$ cat src/rtl/intc_pkg.sv
package intc_pkg;

  localparam logic [3:0] EVT_NONE = 4'd0;
  localparam logic [3:0] EVT_LINE = 4'd1;

  typedef enum logic [2:0] {
    RD_ZERO,
    RD_IDENT,
    RD_CONFIG,
    RD_CPUID,
    RD_ACK,
    RD_AFFIN,
    RD_GROUP
  } rd_sel_e;

  // Claim word: type in 19:16, line number in 11:0.
  function automatic logic [31:0] pack_claim(input logic hit, input logic [11:0] num);
    pack_claim = hit ? {12'd0, EVT_LINE, 4'd0, num} : 32'd0;
  endfunction

endpackage

$ cat src/rtl/intc_decode.sv
module intc_decode
  import intc_pkg::*;
#(
  parameter int NUM_LINES  = 64,
  parameter int NUM_CPUS   = 4,
  parameter int NUM_GROUPS = 2,
  parameter int LINE_W     = 6,
  parameter int CPU_W      = 2,
  parameter int GRP_W      = 1
) (
  input  logic [15:0]       addr,
  input  logic [CPU_W-1:0]  req_cpu,
  output rd_sel_e           sel,
  output logic [LINE_W-1:0] line_idx,
  output logic [GRP_W-1:0]  grp_idx,
  output logic              grp_set,
  output logic [CPU_W-1:0]  tgt_cpu
);

  logic [3:0] page;
  logic [9:0] aff_raw;
  logic [4:0] grp_raw;
  logic [4:0] alias_raw;

  assign page      = addr[15:12];
  assign aff_raw   = addr[11:2];
  assign grp_raw   = addr[6:2];
  assign alias_raw = addr[11:7];

  function automatic logic word_ok(input logic [15:0] a);
    return a[1:0] == 2'b00;
  endfunction

  always_comb begin
    sel      = RD_ZERO;
    tgt_cpu  = req_cpu;
    grp_set  = addr[7];
    line_idx = aff_raw[LINE_W-1:0];
    grp_idx  = grp_raw[GRP_W-1:0];
    if (addr == 16'h0000) begin
      sel = RD_IDENT;
    end else if (addr == 16'h0004) begin
      sel = RD_CONFIG;
    end else if (page == 4'h2) begin
      if (addr[11:0] == 12'h000)      sel = RD_CPUID;
      else if (addr[11:0] == 12'h004) sel = RD_ACK;
    end else if (page == 4'h3) begin
      if (word_ok(addr) && int'(aff_raw) < NUM_LINES) sel = RD_AFFIN;
    end else if (addr[15:8] == 8'h41) begin
      if (word_ok(addr) && int'(grp_raw) < NUM_GROUPS) sel = RD_GROUP;
    end else if (page == 4'h5 && int'(alias_raw) < NUM_CPUS) begin
      tgt_cpu = alias_raw[CPU_W-1:0];
      if (addr[6:0] == 7'h00)      sel = RD_CPUID;
      else if (addr[6:0] == 7'h04) sel = RD_ACK;
    end
  end

endmodule

$ cat src/rtl/intc_enable_bank.sv
module intc_enable_bank #(
  parameter int NUM_LINES  = 64,
  parameter int NUM_GROUPS = 2,
  parameter int LINE_W     = 6,
  parameter int GRP_W      = 1
) (
  input  logic                 clk,
  input  logic                 rst_n,
  input  logic                 set_we,
  input  logic                 clr_we,
  input  logic [GRP_W-1:0]     grp_idx,
  input  logic [31:0]          wdata,
  input  logic                 claim_clr,
  input  logic [LINE_W-1:0]    claim_idx,
  output logic [NUM_LINES-1:0] en_q,
  output logic [31:0]          grp_view
);

  localparam int PAD_W = NUM_GROUPS * 32;

  logic [NUM_LINES-1:0] set_mask;
  logic [NUM_LINES-1:0] clr_mask;
  logic [NUM_LINES-1:0] claim_mask;
  logic [PAD_W-1:0]     en_pad;

  for (genvar i = 0; i < NUM_LINES; i++) begin : g_line
    localparam int GRP = i / 32;
    localparam int BIT = i % 32;
    assign set_mask[i]   = set_we && (int'(grp_idx) == GRP) && wdata[BIT];
    assign clr_mask[i]   = clr_we && (int'(grp_idx) == GRP) && wdata[BIT];
    assign claim_mask[i] = claim_clr && (int'(claim_idx) == i);
  end

  always_ff @(posedge clk or negedge rst_n) begin
    if (!rst_n) en_q <= '0;
    else        en_q <= (en_q | set_mask) & ~clr_mask & ~claim_mask;
  end

  always_comb begin
    en_pad                = '0;
    en_pad[NUM_LINES-1:0] = en_q;
  end

  assign grp_view = en_pad[int'(grp_idx)*32 +: 32];


  zero_strobe_chk: assert property (@(posedge clk) disable iff (!rst_n)
    (!claim_clr && (wdata == 32'd0 || !(set_we || clr_we))) |=> $stable(en_q));


  claim_clears_chk: assert property (@(posedge clk) disable iff (!rst_n)
    claim_clr |=> !en_q[$past(claim_idx)]);

endmodule

$ cat src/rtl/intc_route_bank.sv
module intc_route_bank #(
  parameter int NUM_LINES = 64,
  parameter int NUM_CPUS  = 4,
  parameter int LINE_W    = 6
) (
  input  logic                               clk,
  input  logic                               rst_n,
  input  logic                               we,
  input  logic [LINE_W-1:0]                  idx,
  input  logic [NUM_CPUS-1:0]                wdata,
  output logic [NUM_LINES-1:0][NUM_CPUS-1:0] route_q,
  output logic [NUM_CPUS-1:0]                route_view
);

  always_ff @(posedge clk or negedge rst_n) begin
    if (!rst_n) begin
      for (int i = 0; i < NUM_LINES; i++) route_q[i] <= NUM_CPUS'(1);
    end else if (we && int'(idx) < NUM_LINES) begin
      route_q[idx] <= wdata;
    end
  end

  assign route_view = (int'(idx) < NUM_LINES) ? route_q[idx] : '0;


  route_write_chk: assert property (@(posedge clk) disable iff (!rst_n)
    (we && int'(idx) < NUM_LINES) |=> route_q[$past(idx)] == $past(wdata));

endmodule

$ cat src/rtl/intc_arbiter.sv
module intc_arbiter #(
  parameter int NUM_LINES = 64,
  parameter int NUM_CPUS  = 4,
  parameter int LINE_W    = 6,
  parameter int CPU_W     = 2
) (
  input  logic                               clk,
  input  logic                               rst_n,
  input  logic [NUM_LINES-1:0]               lines,
  input  logic [NUM_LINES-1:0]               en,
  input  logic [NUM_LINES-1:0][NUM_CPUS-1:0] route,
  input  logic [CPU_W-1:0]                   sel_cpu,
  output logic [NUM_CPUS-1:0]                cpu_pending,
  output logic                               pick_valid,
  output logic [LINE_W-1:0]                  pick_idx
);

  logic [NUM_CPUS-1:0][NUM_LINES-1:0] route_col;
  logic [NUM_LINES-1:0]               cand;

  for (genvar c = 0; c < NUM_CPUS; c++) begin : g_cpu
    for (genvar i = 0; i < NUM_LINES; i++) begin : g_ln
      assign route_col[c][i] = route[i][c];
    end
    assign cpu_pending[c] = |(lines & en & route_col[c]);
  end

  assign cand = (int'(sel_cpu) < NUM_CPUS) ? (lines & en & route_col[sel_cpu]) : '0;

  // Lowest index wins: scan downward so the last hit is the smallest.
  always_comb begin
    pick_valid = 1'b0;
    pick_idx   = '0;
    for (int i = NUM_LINES - 1; i >= 0; i--) begin
      if (cand[i]) begin
        pick_valid = 1'b1;
        pick_idx   = LINE_W'(i);
      end
    end
  end

  function automatic logic [NUM_LINES-1:0] below(input logic [LINE_W-1:0] k);
    return (NUM_LINES'(1) << k) - NUM_LINES'(1);
  endfunction


  pick_lowest_chk: assert property (@(posedge clk) disable iff (!rst_n)
    pick_valid |-> (cand[pick_idx] && ((cand & below(pick_idx)) == '0)));


  pick_empty_chk: assert property (@(posedge clk) disable iff (!rst_n)
    !pick_valid |-> (cand == '0));


  pending_match_chk: assert property (@(posedge clk) disable iff (!rst_n)
    (int'(sel_cpu) < NUM_CPUS) |-> (cpu_pending[sel_cpu] == pick_valid));

endmodule

$ cat src/rtl/intc_core.sv
module intc_core
  import intc_pkg::*;
#(
  parameter int          NUM_LINES = 64,
  parameter int          NUM_CPUS  = 4,
  parameter logic [31:0] IDENT     = 32'h4943_0100,
  localparam int         CPU_W     = (NUM_CPUS > 1) ? $clog2(NUM_CPUS) : 1
) (
  input  logic                 clk,
  input  logic                 rst_n,
  input  logic [NUM_LINES-1:0] irq_lines,
  input  logic                 req_valid,
  input  logic                 req_write,
  input  logic [15:0]          req_addr,
  input  logic [31:0]          req_wdata,
  input  logic [CPU_W-1:0]     req_cpu,
  output logic                 rsp_valid,
  output logic [31:0]          rsp_rdata,
  output logic [NUM_CPUS-1:0]  cpu_irq
);

  localparam int LINE_W     = (NUM_LINES > 1) ? $clog2(NUM_LINES) : 1;
  localparam int NUM_GROUPS = (NUM_LINES + 31) / 32;
  localparam int GRP_W      = (NUM_GROUPS > 1) ? $clog2(NUM_GROUPS) : 1;

  rd_sel_e                            sel;
  logic [LINE_W-1:0]                  line_idx;
  logic [GRP_W-1:0]                   grp_idx;
  logic                               grp_set;
  logic [CPU_W-1:0]                   tgt_cpu;
  logic [NUM_LINES-1:0]               en_q;
  logic [31:0]                        grp_view;
  logic [NUM_LINES-1:0][NUM_CPUS-1:0] route_q;
  logic [NUM_CPUS-1:0]                route_view;
  logic                               pick_valid;
  logic [LINE_W-1:0]                  pick_idx;
  logic                               rd_go, wr_go;
  logic                               claim_fire;
  logic                               claim_rsp_q;
  logic [31:0]                        rd_word;

  assign rd_go      = req_valid && !req_write;
  assign wr_go      = req_valid && req_write;
  assign claim_fire = rd_go && (sel == RD_ACK) && pick_valid;

  intc_decode #(
    .NUM_LINES(NUM_LINES), .NUM_CPUS(NUM_CPUS), .NUM_GROUPS(NUM_GROUPS),
    .LINE_W(LINE_W), .CPU_W(CPU_W), .GRP_W(GRP_W)
  ) u_decode (
    .addr(req_addr), .req_cpu(req_cpu), .sel(sel), .line_idx(line_idx),
    .grp_idx(grp_idx), .grp_set(grp_set), .tgt_cpu(tgt_cpu)
  );

  intc_enable_bank #(
    .NUM_LINES(NUM_LINES), .NUM_GROUPS(NUM_GROUPS), .LINE_W(LINE_W), .GRP_W(GRP_W)
  ) u_enables (
    .clk(clk), .rst_n(rst_n),
    .set_we(wr_go && sel == RD_GROUP && grp_set),
    .clr_we(wr_go && sel == RD_GROUP && !grp_set),
    .grp_idx(grp_idx), .wdata(req_wdata),
    .claim_clr(claim_fire), .claim_idx(pick_idx),
    .en_q(en_q), .grp_view(grp_view)
  );

  intc_route_bank #(
    .NUM_LINES(NUM_LINES), .NUM_CPUS(NUM_CPUS), .LINE_W(LINE_W)
  ) u_routes (
    .clk(clk), .rst_n(rst_n),
    .we(wr_go && sel == RD_AFFIN), .idx(line_idx),
    .wdata(req_wdata[NUM_CPUS-1:0]),
    .route_q(route_q), .route_view(route_view)
  );

  intc_arbiter #(
    .NUM_LINES(NUM_LINES), .NUM_CPUS(NUM_CPUS), .LINE_W(LINE_W), .CPU_W(CPU_W)
  ) u_arb (
    .clk(clk), .rst_n(rst_n), .lines(irq_lines), .en(en_q), .route(route_q),
    .sel_cpu(tgt_cpu), .cpu_pending(cpu_irq),
    .pick_valid(pick_valid), .pick_idx(pick_idx)
  );

  always_comb begin
    case (sel)
      RD_IDENT:  rd_word = IDENT;
      RD_CONFIG: rd_word = {16'd0, 16'(NUM_LINES)};
      RD_CPUID:  rd_word = 32'(tgt_cpu);
      RD_ACK:    rd_word = pack_claim(pick_valid, 12'(pick_idx));
      RD_AFFIN:  rd_word = 32'(route_view);
      RD_GROUP:  rd_word = grp_view;
      default:   rd_word = 32'd0;
    endcase
  end

  always_ff @(posedge clk or negedge rst_n) begin
    if (!rst_n) begin
      rsp_valid   <= 1'b0;
      rsp_rdata   <= 32'd0;
      claim_rsp_q <= 1'b0;
    end else begin
      rsp_valid   <= rd_go;
      claim_rsp_q <= rd_go && (sel == RD_ACK);
      if (rd_go) rsp_rdata <= rd_word;
    end
  end


  claim_format_chk: assert property (@(posedge clk) disable iff (!rst_n)
    claim_rsp_q |-> ((rsp_rdata == 32'd0) ||
                     (rsp_rdata[19:16] == EVT_LINE && rsp_rdata[31:20] == 12'd0 &&
                      rsp_rdata[15:12] == 4'd0 && int'(rsp_rdata[11:0]) < NUM_LINES)));


  rsp_follows_read_chk: assert property (@(posedge clk) disable iff (!rst_n)
    rsp_valid |-> $past(req_valid) && !$past(req_write));

endmodule

$ cat config.mk
export PLATFORM = sky130hd
export DESIGN_NAME = intc_core
export DESIGN_NICKNAME = d
export VERILOG_FILES = /design/src/rtl/intc_pkg.sv /design/src/rtl/intc_decode.sv /design/src/rtl/intc_enable_bank.sv /design/src/rtl/intc_route_bank.sv /design/src/rtl/intc_arbiter.sv /design/src/rtl/intc_core.sv
export SDC_FILE = /design/constraint.sdc
export NUM_CORES = 1
export LEC_CHECK = 0
export ABC_AREA = 1
export BUFFER_PORTS_ARGS = -buffer_cell sky130_fd_sc_hd__buf_2
export CAP_MARGIN = 20
export CORE_MARGIN = 2
export CORE_UTILIZATION = 51
export CTS_CLUSTER_SIZE = 14
export DETAILED_ROUTE_END_ITERATION = 8
export GPL_TIMING_DRIVEN = 1
export PLACE_DENSITY = 0.77
export SYNTH_ARGS = -nofsm -noshare
export SYNTH_HDL_FRONTEND = slang
export SYNTH_SLANG_ARGS = --single-unit
$ cat constraint.sdc
create_clock -name clk -period 10.5 [get_ports clk]
set_clock_uncertainty 0.2 [all_clocks]
set_input_delay 1.05 -clock clk [delete_from_list [all_inputs] [get_ports clk]]
set_output_delay 1.05 -clock clk [all_outputs]
set_load 0.03 [all_outputs]
Yosys cells after proc, flatten, opt, wreduce, memory -nomap -nowiden
Cells that the tools add are included.
- input bits: 118
- bits in read-only memories: 0
- memories kept: 0
- output and inout bits: 37
- bits in latches: 0
- bits in writable memories: 0
- logic and storage cells: 536
- flip-flop bits (word level): 353
- shift-type cells: 1
- order comparisons: 6
- mux-type cells: 155
- bitwise operators: 12
- reductions and logical operators: 219
- $add $sub $neg: 0
- multipliers: 0
- eq/ne operators: 76
- divide/modulo/power cells: 0
- operators with widths (operator ; number):
    64-bit AND ; 8
    6-bit 2-to-1 mux ; 64
    256-bit bitwise mux ; 1
    64-bit OR reduction ; 4
    1-bit logical AND ; 208
    6-bit == test (second input constant) ; 32
    32-bit one-hot mux with 6 select lines ; 1
    64-bit binary-select mux with 2-bit select ; 1
    64-bit inverter ; 2
    6-bit by 5-bit == test with 1-bit output (second input constant) ; 16
    1-bit 2-to-1 mux ; 64
    64-bit 2-to-1 mux ; 1
    64-bit bitwise OR ; 1
    64-bit by 7-bit variable part select with 32-bit output ; 1
    6-bit by 4-bit == test with 1-bit output (second input constant) ; 8
    3-bit 2-to-1 mux ; 12
    4-bit binary-select mux with 6-bit select ; 1
    4-bit demux with 6-bit select ; 1
    6-bit by 3-bit == test with 1-bit output (second input constant) ; 4
    17-bit 2-to-1 mux ; 1
    16-bit by 3-bit == test with 1-bit output (second input constant) ; 1
    16-bit zero test ; 1
    12-bit by 3-bit == test with 1-bit output (second input constant) ; 1
    6-bit by 2-bit == test with 1-bit output (second input constant) ; 2
    22 further kinds ; 33

Depth between registers and ports, before layout
Gate-level depths: netlist of the first run.
- word-level depth: 79
- gate-level depth with buffers: 77

Cells and area by module
From an unflattened synthesis of the first run, not the netlist that was laid out.
- cell total of the unflattened synthesis: 3635
- area total of the unflattened synthesis: 23067.1 um2
- modules (own cells, without submodules) (module ; times used ; cells each ; area each (um2)):
    intc_route_bank ; 1 ; 1669 ; 12386.9
    intc_arbiter ; 1 ; 1074 ; 4933.5
    intc_enable_bank ; 1 ; 627 ; 3870.0
    intc_core ; 1 ; 193 ; 1546.5
    intc_decode ; 1 ; 72 ; 330.3

Worst setup path after synthesis of the first run
OpenSTA, ideal clock, no wires.
- path kind: input-to-reg
- start: in req_addr[10]
- end: reg u_enables.en_q[15]
- cell stages on the path: 69
- slack: 5.107 ns
- required time: 10.183 ns
- data arrival time: 5.075 ns
- buffers on the path: 2
- cells stage by stage: inv_2 nand2_1 nor2_2 nand2_4 nand2_2 nand2_4 buf_6 o21ai_1 a21oi_1 or3_1 nand2_1 nand2_1 nand2_1 nand2_1 nand2_1 nand2_1 nand2_1 nand2_1 [33 not listed] nand2_1 nand2_1 nand2_1 nand2_1 nand2_1 nand2_1 nand2_1 nand2_1 nand2_1 nand2_1 nand2_1 nand2_1 nand2_1 nand2_2 buf_6 nand3_2 o21ai_1 inv_1
- longest elaborated chain between the ends: 79
- elaborated cells on any way between the ends: 173
- classes of those cells: 2 x order compare; 6 x eq/ne; 145 x mux; 6 x bitwise; 14 x reduce/logical
- RTL lines (element ; RTL line ; text):
    start: declaration ; intc_core.sv:14 ; input logic [15:0] req_addr,
    5-bit by 3-bit less-than comparator with 1-bit output ; intc_decode.sv:51 ; end else if (page == 4'h5 && int'(alias_raw) < NUM_CPUS) begin
    1-bit logical AND ; intc_decode.sv:51 ;
    2-bit 2-to-1 mux ; intc_decode.sv:51 ;
    2-bit 2-to-1 mux ; intc_decode.sv:49 ; end else if (addr[15:8] == 8'h41) begin
    2-bit 2-to-1 mux ; intc_decode.sv:47 ; end else if (page == 4'h3) begin
    2-bit 2-to-1 mux ; intc_decode.sv:44 ; end else if (page == 4'h2) begin
    2-bit 2-to-1 mux ; intc_decode.sv:42 ; end else if (addr == 16'h0004) begin
    2-bit 2-to-1 mux ; intc_decode.sv:40 ; if (addr == 16'h0000) begin
    64-bit binary-select mux with 2-bit select ; intc_arbiter.sv:28 ; assign cand = (int'(sel_cpu) < NUM_CPUS) ? (lines & en & route_col[sel_cpu]) : '0;
    64-bit 2-to-1 mux (not written as such) ; intc_arbiter.sv:28 ;
    64-bit AND ; intc_arbiter.sv:28 ;
    6-bit 2-to-1 mux or 1-bit 2-to-1 mux (tied branches) (64 in series) ; intc_arbiter.sv:35 ; if (cand[i]) begin
    6-bit by 5-bit == test with 1-bit output or 1-bit logical AND (tied branches) ; intc_enable_bank.sv:31, intc_core.sv:44 ;
    1-bit logical AND ; intc_enable_bank.sv:31 ; assign claim_mask[i] = claim_clr && (int'(claim_idx) == i);
    64-bit inverter ; intc_enable_bank.sv:36 ; else en_q <= (en_q | set_mask) & ~clr_mask & ~claim_mask;
    64-bit AND * ; intc_enable_bank.sv:36 ;
    end signal: assignment ; intc_enable_bank.sv:36 ;
    end: declaration ; intc_enable_bank.sv:15 ; output logic [NUM_LINES-1:0] en_q,
Mark *: on every way between the ends. The rest lies on a longest branch, timed or not. The select of a mux whose other input is x is not followed.
A chain may end at the register's enable or synchronous reset.

Worst setup path in the final report of the first run
- start: in req_addr[10]
- end: reg u_enables.en_q[36]
- longest elaborated chain between the ends: 79
- elaborated cells on any way between the ends: 173
- classes of those cells: 2 x order compare; 6 x eq/ne; 145 x mux; 6 x bitwise; 14 x reduce/logical
- RTL lines (element ; RTL line):
    5-bit by 3-bit less-than comparator with 1-bit output ; intc_decode.sv:51
    1-bit logical AND ; intc_decode.sv:51
    2-bit 2-to-1 mux ; intc_decode.sv:51
    2-bit 2-to-1 mux ; intc_decode.sv:49
    2-bit 2-to-1 mux ; intc_decode.sv:47
    2-bit 2-to-1 mux ; intc_decode.sv:44
    2-bit 2-to-1 mux ; intc_decode.sv:42
    2-bit 2-to-1 mux ; intc_decode.sv:40
    64-bit binary-select mux with 2-bit select ; intc_arbiter.sv:28
    64-bit 2-to-1 mux (not written as such) ; intc_arbiter.sv:28
    64-bit AND ; intc_arbiter.sv:28
    6-bit 2-to-1 mux or 1-bit 2-to-1 mux (tied branches) (64 in series) ; intc_arbiter.sv:35
    6-bit == test or 1-bit logical AND (tied branches) ; intc_enable_bank.sv:31, intc_core.sv:44
    1-bit logical AND ; intc_enable_bank.sv:31
    64-bit inverter ; intc_enable_bank.sv:36
    64-bit AND * ; intc_enable_bank.sv:36
Marked as above.

==> metrics, run 1 <==
Detailed Place HPWL 63,200 microns; critical path startpoint req_addr[10]; Yosys reg bits 353; maxcap violations 0; gpl congestion 1.10; Die Ht 209 microns; CTS Sinks 353; reg2reg setup slack 5010 ps; Crit Path Category in -> reg; RSZ-0062 raised after global routing false; GRT Total Usage 0.408; area grow syn2layout 12.1%; worst min-delay path category reg -> reg; TritonCTS buffer count 41; root buffer cell clkbuf_16; Port-buffer cells 154; Post-Syn Area 0.0213 sq mm; grt total ovfl 0; Post-synth top flop dfrtp_1; first-pass GRT wire length 135,000 microns; cell taking the most area after synthesis dfrtp_1; critical path arrival 7590 ps; min Tclk post-route 7330 ps; clk_lat worst skew 580 ps; Largest stage delay, worst path 720 ps; Yosys top cell area share 0.339; crit path capture u_enables.en_q[36]$_DFF_PN0_; Bufs and invs on worst path 4; Rows 74; syn_area_per_cell 7.08 sq um; vias in the first global route 22,200; EDFF count, synth 0; Worst path depth 74; power density over the cells 133 mW/mm^2; Final WS setup 3170 ps; Starting DRT DRC Count 3,431; TritonCTS clock tree done; Seq/Total Area, Yosys 0.418; Max clock buf depth 3; Hold Buf Count CTS 0; Routed WL 89,600 microns; Worst Path Required 10,760 ps; final hold violations 0; ANT nets after route 0; per-cell routed wire length 24.4 microns; Slew HR 0.245; maximum number of pins on one net before global-route repair 173; DR vias/cell 6.41; share of post-route cells with drive strength above 1 0.117; I/O Pins 155; Yosys warning count 0; Worst setup EP type register; asr flop ratio synth 1.00; crit-path leading delay family simple AND/OR/NAND/NOR gates; initial antenna violation count 5; H-tree Lvls 2; Post-CTS Setup Inserts 0; highest clock rate 136 MHz; drt drc 0; FF-to-FF path depth 70; Worst path most repeated cell nand2_1; Tot Pwr 0.00318 W; Leak Pwr 10.8 nW; die width 209 microns; Pins Over Slew Limit 0; top post-synthesis cells by area dfrtp_1 34%, nand2_1 15%, o21ai_0 9.3%; Synth Instances 3,012; Synth cell types 47; drt pass-1 iters 7; Fin Setup TNS 0 ps; count leader, synth nand2_1; Tcrit/Tclk final 0.698; most instantiated cells after synthesis 863 x nand2_1, 397 x o21ai_0, 289 x dfrtp_1; Die ar. 0.0435 sq mm; final setup vio count 0; reg2reg start u_routes.route_q[253]$_DFFE_PN0P_; Initial Utilization 0.520; Reg2Reg Capture Point u_enables.en_q[36]$_DFF_PN0_; Max Fanout on Critical Path 80; dpl ws 2780 ps; clock slew at reported path FFs 60 ps; Core ar. 0.0410 sq mm; Worst setup SP type input pin; Post-CTS Resized 0; critical path's slowest cell nand2_4; DR vias 23,600; Synthesized Nets 3,130; outcome finished, final reports clean; Final nets 3,226; maximum vdd drop 0.124 mV; Slew @ Worst Pin 1130 ps
## per-layer routing
metal,track usage,part of all wire,up-vias
met5,0,0.00048,-
met1,0.532,0.38,10900
met3,0.0942,0.12,387
li1,-,-,10500
met2,0.591,0.42,1726
met4,0.310,0.086,6
## layout by cell type, fill, tap and decap left out, drive strengths merged, types with 6 or more instances in the layout
cell type  instances
nand4             44
or3               18
o41ai              9
a22o               8
nor2             220
o211ai            29
o221ai            60
a21oi            202
a211oi             6
dfstp             64
o21bai            16
a31oi             26
nand3            145
inv              263
buf              191
clkbuf            60
clkinv            11
mux2i              9
o21ai            459
o22ai             66
dfrtp            289
nand2            870
o2111ai           20
nor3              25
nor4              12
## worst min-delay path by stage
stage | from | to | slack [ps] | cells after the start
6_report | rsp_rdata[14]$_DFFE_PN0P_ | rsp_rdata[14]$_DFFE_PN0P_ | 290 | 2
5_1_grt | rsp_rdata[19]$_DFFE_PN0P_ | rsp_rdata[19]$_DFFE_PN0P_ | 300 | 2
4_1_cts | rsp_rdata[1]$_DFFE_PN0P_ | rsp_rdata[1]$_DFFE_PN0P_ | 280 | 2
3_5_place_dp | rsp_rdata[2]$_DFFE_PN0P_ | rsp_rdata[2]$_DFFE_PN0P_ | 270 | 2
3_3_place_gp | rsp_rdata[24]$_DFFE_PN0P_ | rsp_rdata[24]$_DFFE_PN0P_ | 260 | 2
2_1_floorplan | u_routes.route_q[105]$_DFFE_PN0P_ | u_routes.route_q[105]$_DFFE_PN0P_ | 250 | 2
## state kept, by name, summed over array words and instances, names as in the netlist
register / flops
u_routes.route_q: 256
rsp_valid: 1
u_enables.en_q: 64
rsp_rdata: 32
## through the flow
stage                     hold WS, ps   util  instances  cell area, sq um
final                             286  0.583       3674             23900
after global routing              304  0.583       3674             23900
after floorplan                   253      -       3012             21300
after CTS                         281  0.582       3671             23900
after detailed placement          267  0.549       3595             22500
after global placement            261  0.549       3594             22500
## where the power goes
part	internal [W]	switching, W	total (W)
registers	0.00137	0.00000827	0.00137
clock network	0.000858	0.000603	0.00146
logic	0.0000797	0.000263	0.000342
## final cells by class
| cell class | count | area, sq um |
|---|---|---|
| repair buffers | 192 | 1090 |
| multi-input cells | 2259 | 10900 |
| well taps | 532 | 666 |
| fillers | 3951 | 17100 |
| clock inverters | 16 | 144 |
| flip-flops and latches | 353 | 8910 |
| clock buffers | 60 | 1220 |
| diodes | 1 | 2.50 |
| inverters | 261 | 982 |
## cells by family after synthesis
| group | synth area share |
|---|---|
| multiplexers | 0.00422 |
| flip-flops | 0.418 |
| buffers and inverters | 0.0738 |
| AO/OA/AOI/OAI | 0.245 |
| AND/OR/NAND/NOR | 0.259 |
## worst register-to-register path, delay by kind of cell (launching register included)
family / cells / cell delay, ps
buffers and inverters: 1 / 60
DFF: 1 / 530
and+or+nand+nor: 69 / 4670
(Power assumes the default switching activity.)
==> inputs of run 2 (changes only) <==
--- a/config.mk
+++ b/config.mk
@@ -13,7 +13,7 @@
 export CTS_CLUSTER_SIZE = 14
 export DETAILED_ROUTE_END_ITERATION = 8
 export GPL_TIMING_DRIVEN = 1
-export PLACE_DENSITY = 0.77
+export PLACE_DENSITY = 0.8
 export SYNTH_ARGS = -nofsm -noshare
 export SYNTH_HDL_FRONTEND = slang
 export SYNTH_SLANG_ARGS = --single-unit
==> constraint.sdc (replaced) <==
create_clock -name clk -period 6.65 [get_ports clk]
set_clock_uncertainty 0.2 [all_clocks]
set_input_delay 0.665 -clock clk [delete_from_list [all_inputs] [get_ports clk]]
set_output_delay 0.665 -clock clk [all_outputs]
set_load 0.03 [all_outputs]
==> run 2 against run 1 <==
Compared with the run above:
- the run now ends with hold timing left
- final area grew 0.61%
- clock power grew 64%
- critical path depth shrank 6
- total power grew 61%
- via count grew 0.66%
- cell count grew 0.30%
- combinational power grew 63%
- non-clock buffer count grew 12
- worst setup slack lost 2300 ps
- worst hold slack lost 320 ps
- utilization grew 0.35 points
- global-route usage grew 1.4 points
- critical path type unchanged
==> metrics, run 2 (synthesized netlist as in run 1, its figures left out) <==
Clk network pwr share 0.467; initial antenna violation count 5; min Tclk post-route 5740 ps; vias in the first global route 22,300; max reg flops 256; Tcrit/Tclk final 0.863; final setup vio count 0; ANT nets after route 0; Max clock buf depth 3; failing checks hold timing; highest clock rate 174 MHz; sequential cell area 0.00891 sq mm; drt pass-1 iters 9; Reg2Reg Capture Point u_enables.en_q[33]$_DFF_PN0_; Max Fanout on Critical Path 25; power density over the cells 213 mW/mm^2; clock slew at reported path FFs 60 ps; root buffer cell clkbuf_16; maximum number of pins on one net before global-route repair 160; gpl congestion 1.03; GRT Total Usage 0.423; Final nets 3,238; CTS Sinks 353; Port-buffer cells 154; Detailed Place HPWL 66,700 microns; critical path's slowest cell nand2_4; share of post-route cells with drive strength above 1 0.120; maxcap violations 0; Hold Buf Count CTS 0; worst min-delay path category in -> async; Routed WL 92,500 microns; Int Pwr 0.00370 W; first-pass GRT wire length 139,000 microns; reg2reg start u_routes.route_q[252]$_DFFE_PN1P_; hold slack final -37.5 ps; Worst setup EP type register; final instance area 0.0240 sq mm; critical path startpoint req_addr[10]; Fill cells 3,848; Flop pwr share 0.424; DR vias/cell 6.44; Crit Path Category in -> reg; final hold violations 22; RSZ-0062 raised after global routing false; Initial Utilization 0.520; Post-CTS Resized 0; DR vias 23,700; Starting DRT DRC Count 3,528; Net Sw Frac 0.276; maximum vdd drop 0.192 mV; Post-CTS Setup Inserts 0; Slew HR 0.212; most common cell after layout, fill and taps aside nand2_1; FF-to-FF path depth 70; crit-path leading delay family simple AND/OR/NAND/NOR gates; Largest stage delay, worst path 340 ps; TritonCTS clock tree done; reg2reg setup slack 1420 ps; grt total ovfl 0; Pins Over Slew Limit 0; Die ar. 0.0435 sq mm; area grow syn2layout 12.7%; largest registers u_routes.route_q x256, u_enables.en_q x64, rsp_rdata x32; Slew @ Worst Pin 1180 ps; I/O Pins 155; Rows 74; commonest non-fill, non-tap cells in the layout 862 x nand2_1, 397 x o21ai_0, 289 x dfrtp_1, 247 x inv_1, 217 x nor2_1; Net Switching 0.00141 W; clk_lat worst skew 600 ps; outcome finished with violations; Worst path most repeated cell nand2_1; Area after DPL 0.0226 sq mm; Worst Path Required 6920 ps; drt drc 0; Bufs and invs on worst path 5; critical path arrival 6000 ps; Top reg by flops u_routes.route_q; Multi-input gate area 0.0109 sq mm; H-tree Lvls 2; die width 209 microns; Comb power frac 0.109; Leak Pwr 10.9 nW; Worst setup SP type input pin; Die Ht 209 microns; Fin Setup TNS 0 ps; per-cell routed wire length 25.1 microns; TritonCTS buffer count 41; Core ar. 0.0410 sq mm
run 2: worst register-to-register path, delay by kind of cell, from the launching register on:
family	cells	cell delay [ps]
and+or+nand+nor	69	4190
DFF	1	590
buffers and inverters	1	160
run 2: power groups by stage:
stage	combinational [W]	clock, W	sequential (W)
after floorplan	0.000276	0	0.00220
after global placement	0.000532	0	0.00220
after detailed placement	0.000534	0	0.00220
after CTS	0.000537	0.00240	0.00217
after global routing	0.000588	0.00249	0.00217
final	0.000557	0.00239	0.00217
run 2: layer usage:
layer	up-vias	track usage	part of all wire
met2	1672	0.627	0.43
met1	11200	0.558	0.38
met5	-	0	0.00040
li1	10500	-	-
met3	349	0.0910	0.12
met4	6	0.281	0.078
run 2: how the worst max path moves through the flow:
| stage | cells past startpoint | slack, ps | end |
|---|---|---|---|
| 2_1_floorplan | 69 | 1640 | u_enables.en_q[31]$_DFF_PN0_ |
| 3_3_place_gp | 74 | 430 | u_enables.en_q[15]$_DFF_PN0_ |
| 4_1_cts | 68 | 990 | u_enables.en_q[2]$_DFF_PN0_ |
| 5_1_grt | 76 | 130 | u_enables.en_q[14]$_DFF_PN0_ |
| 3_5_place_dp | 68 | 420 | u_enables.en_q[2]$_DFF_PN0_ |
| 6_report | 68 | 910 | u_enables.en_q[2]$_DFF_PN0_ |
run 2: per-stage QoR:
step / std cells / utilization / worst slack (ps) / hold slack [ps] / power [W]
finish: 3685 / 0.586 / 913 / -37.5 / 0.00511
global route: 3684 / 0.586 / 129 / 59.8 / 0.00524
CTS: 3684 / 0.586 / 994 / 1.65 / 0.00510
detailed placement: 3609 / 0.552 / 418 / 262 / 0.00274
global placement: 3609 / 0.552 / 427 / 258 / 0.00274
floorplan: 3012 / - / 1640 / 169 / 0.00248
run 2: area by class of cell:
type	count	share of cell area
multi-input combinational	2259	0.453
clock buffer	56	0.0480
antenna	1	0.000104
tap	532	0.0277
timing repair buffer	204	0.0497
sequential	353	0.371
inverter	261	0.0408
clock inverter	19	0.0102
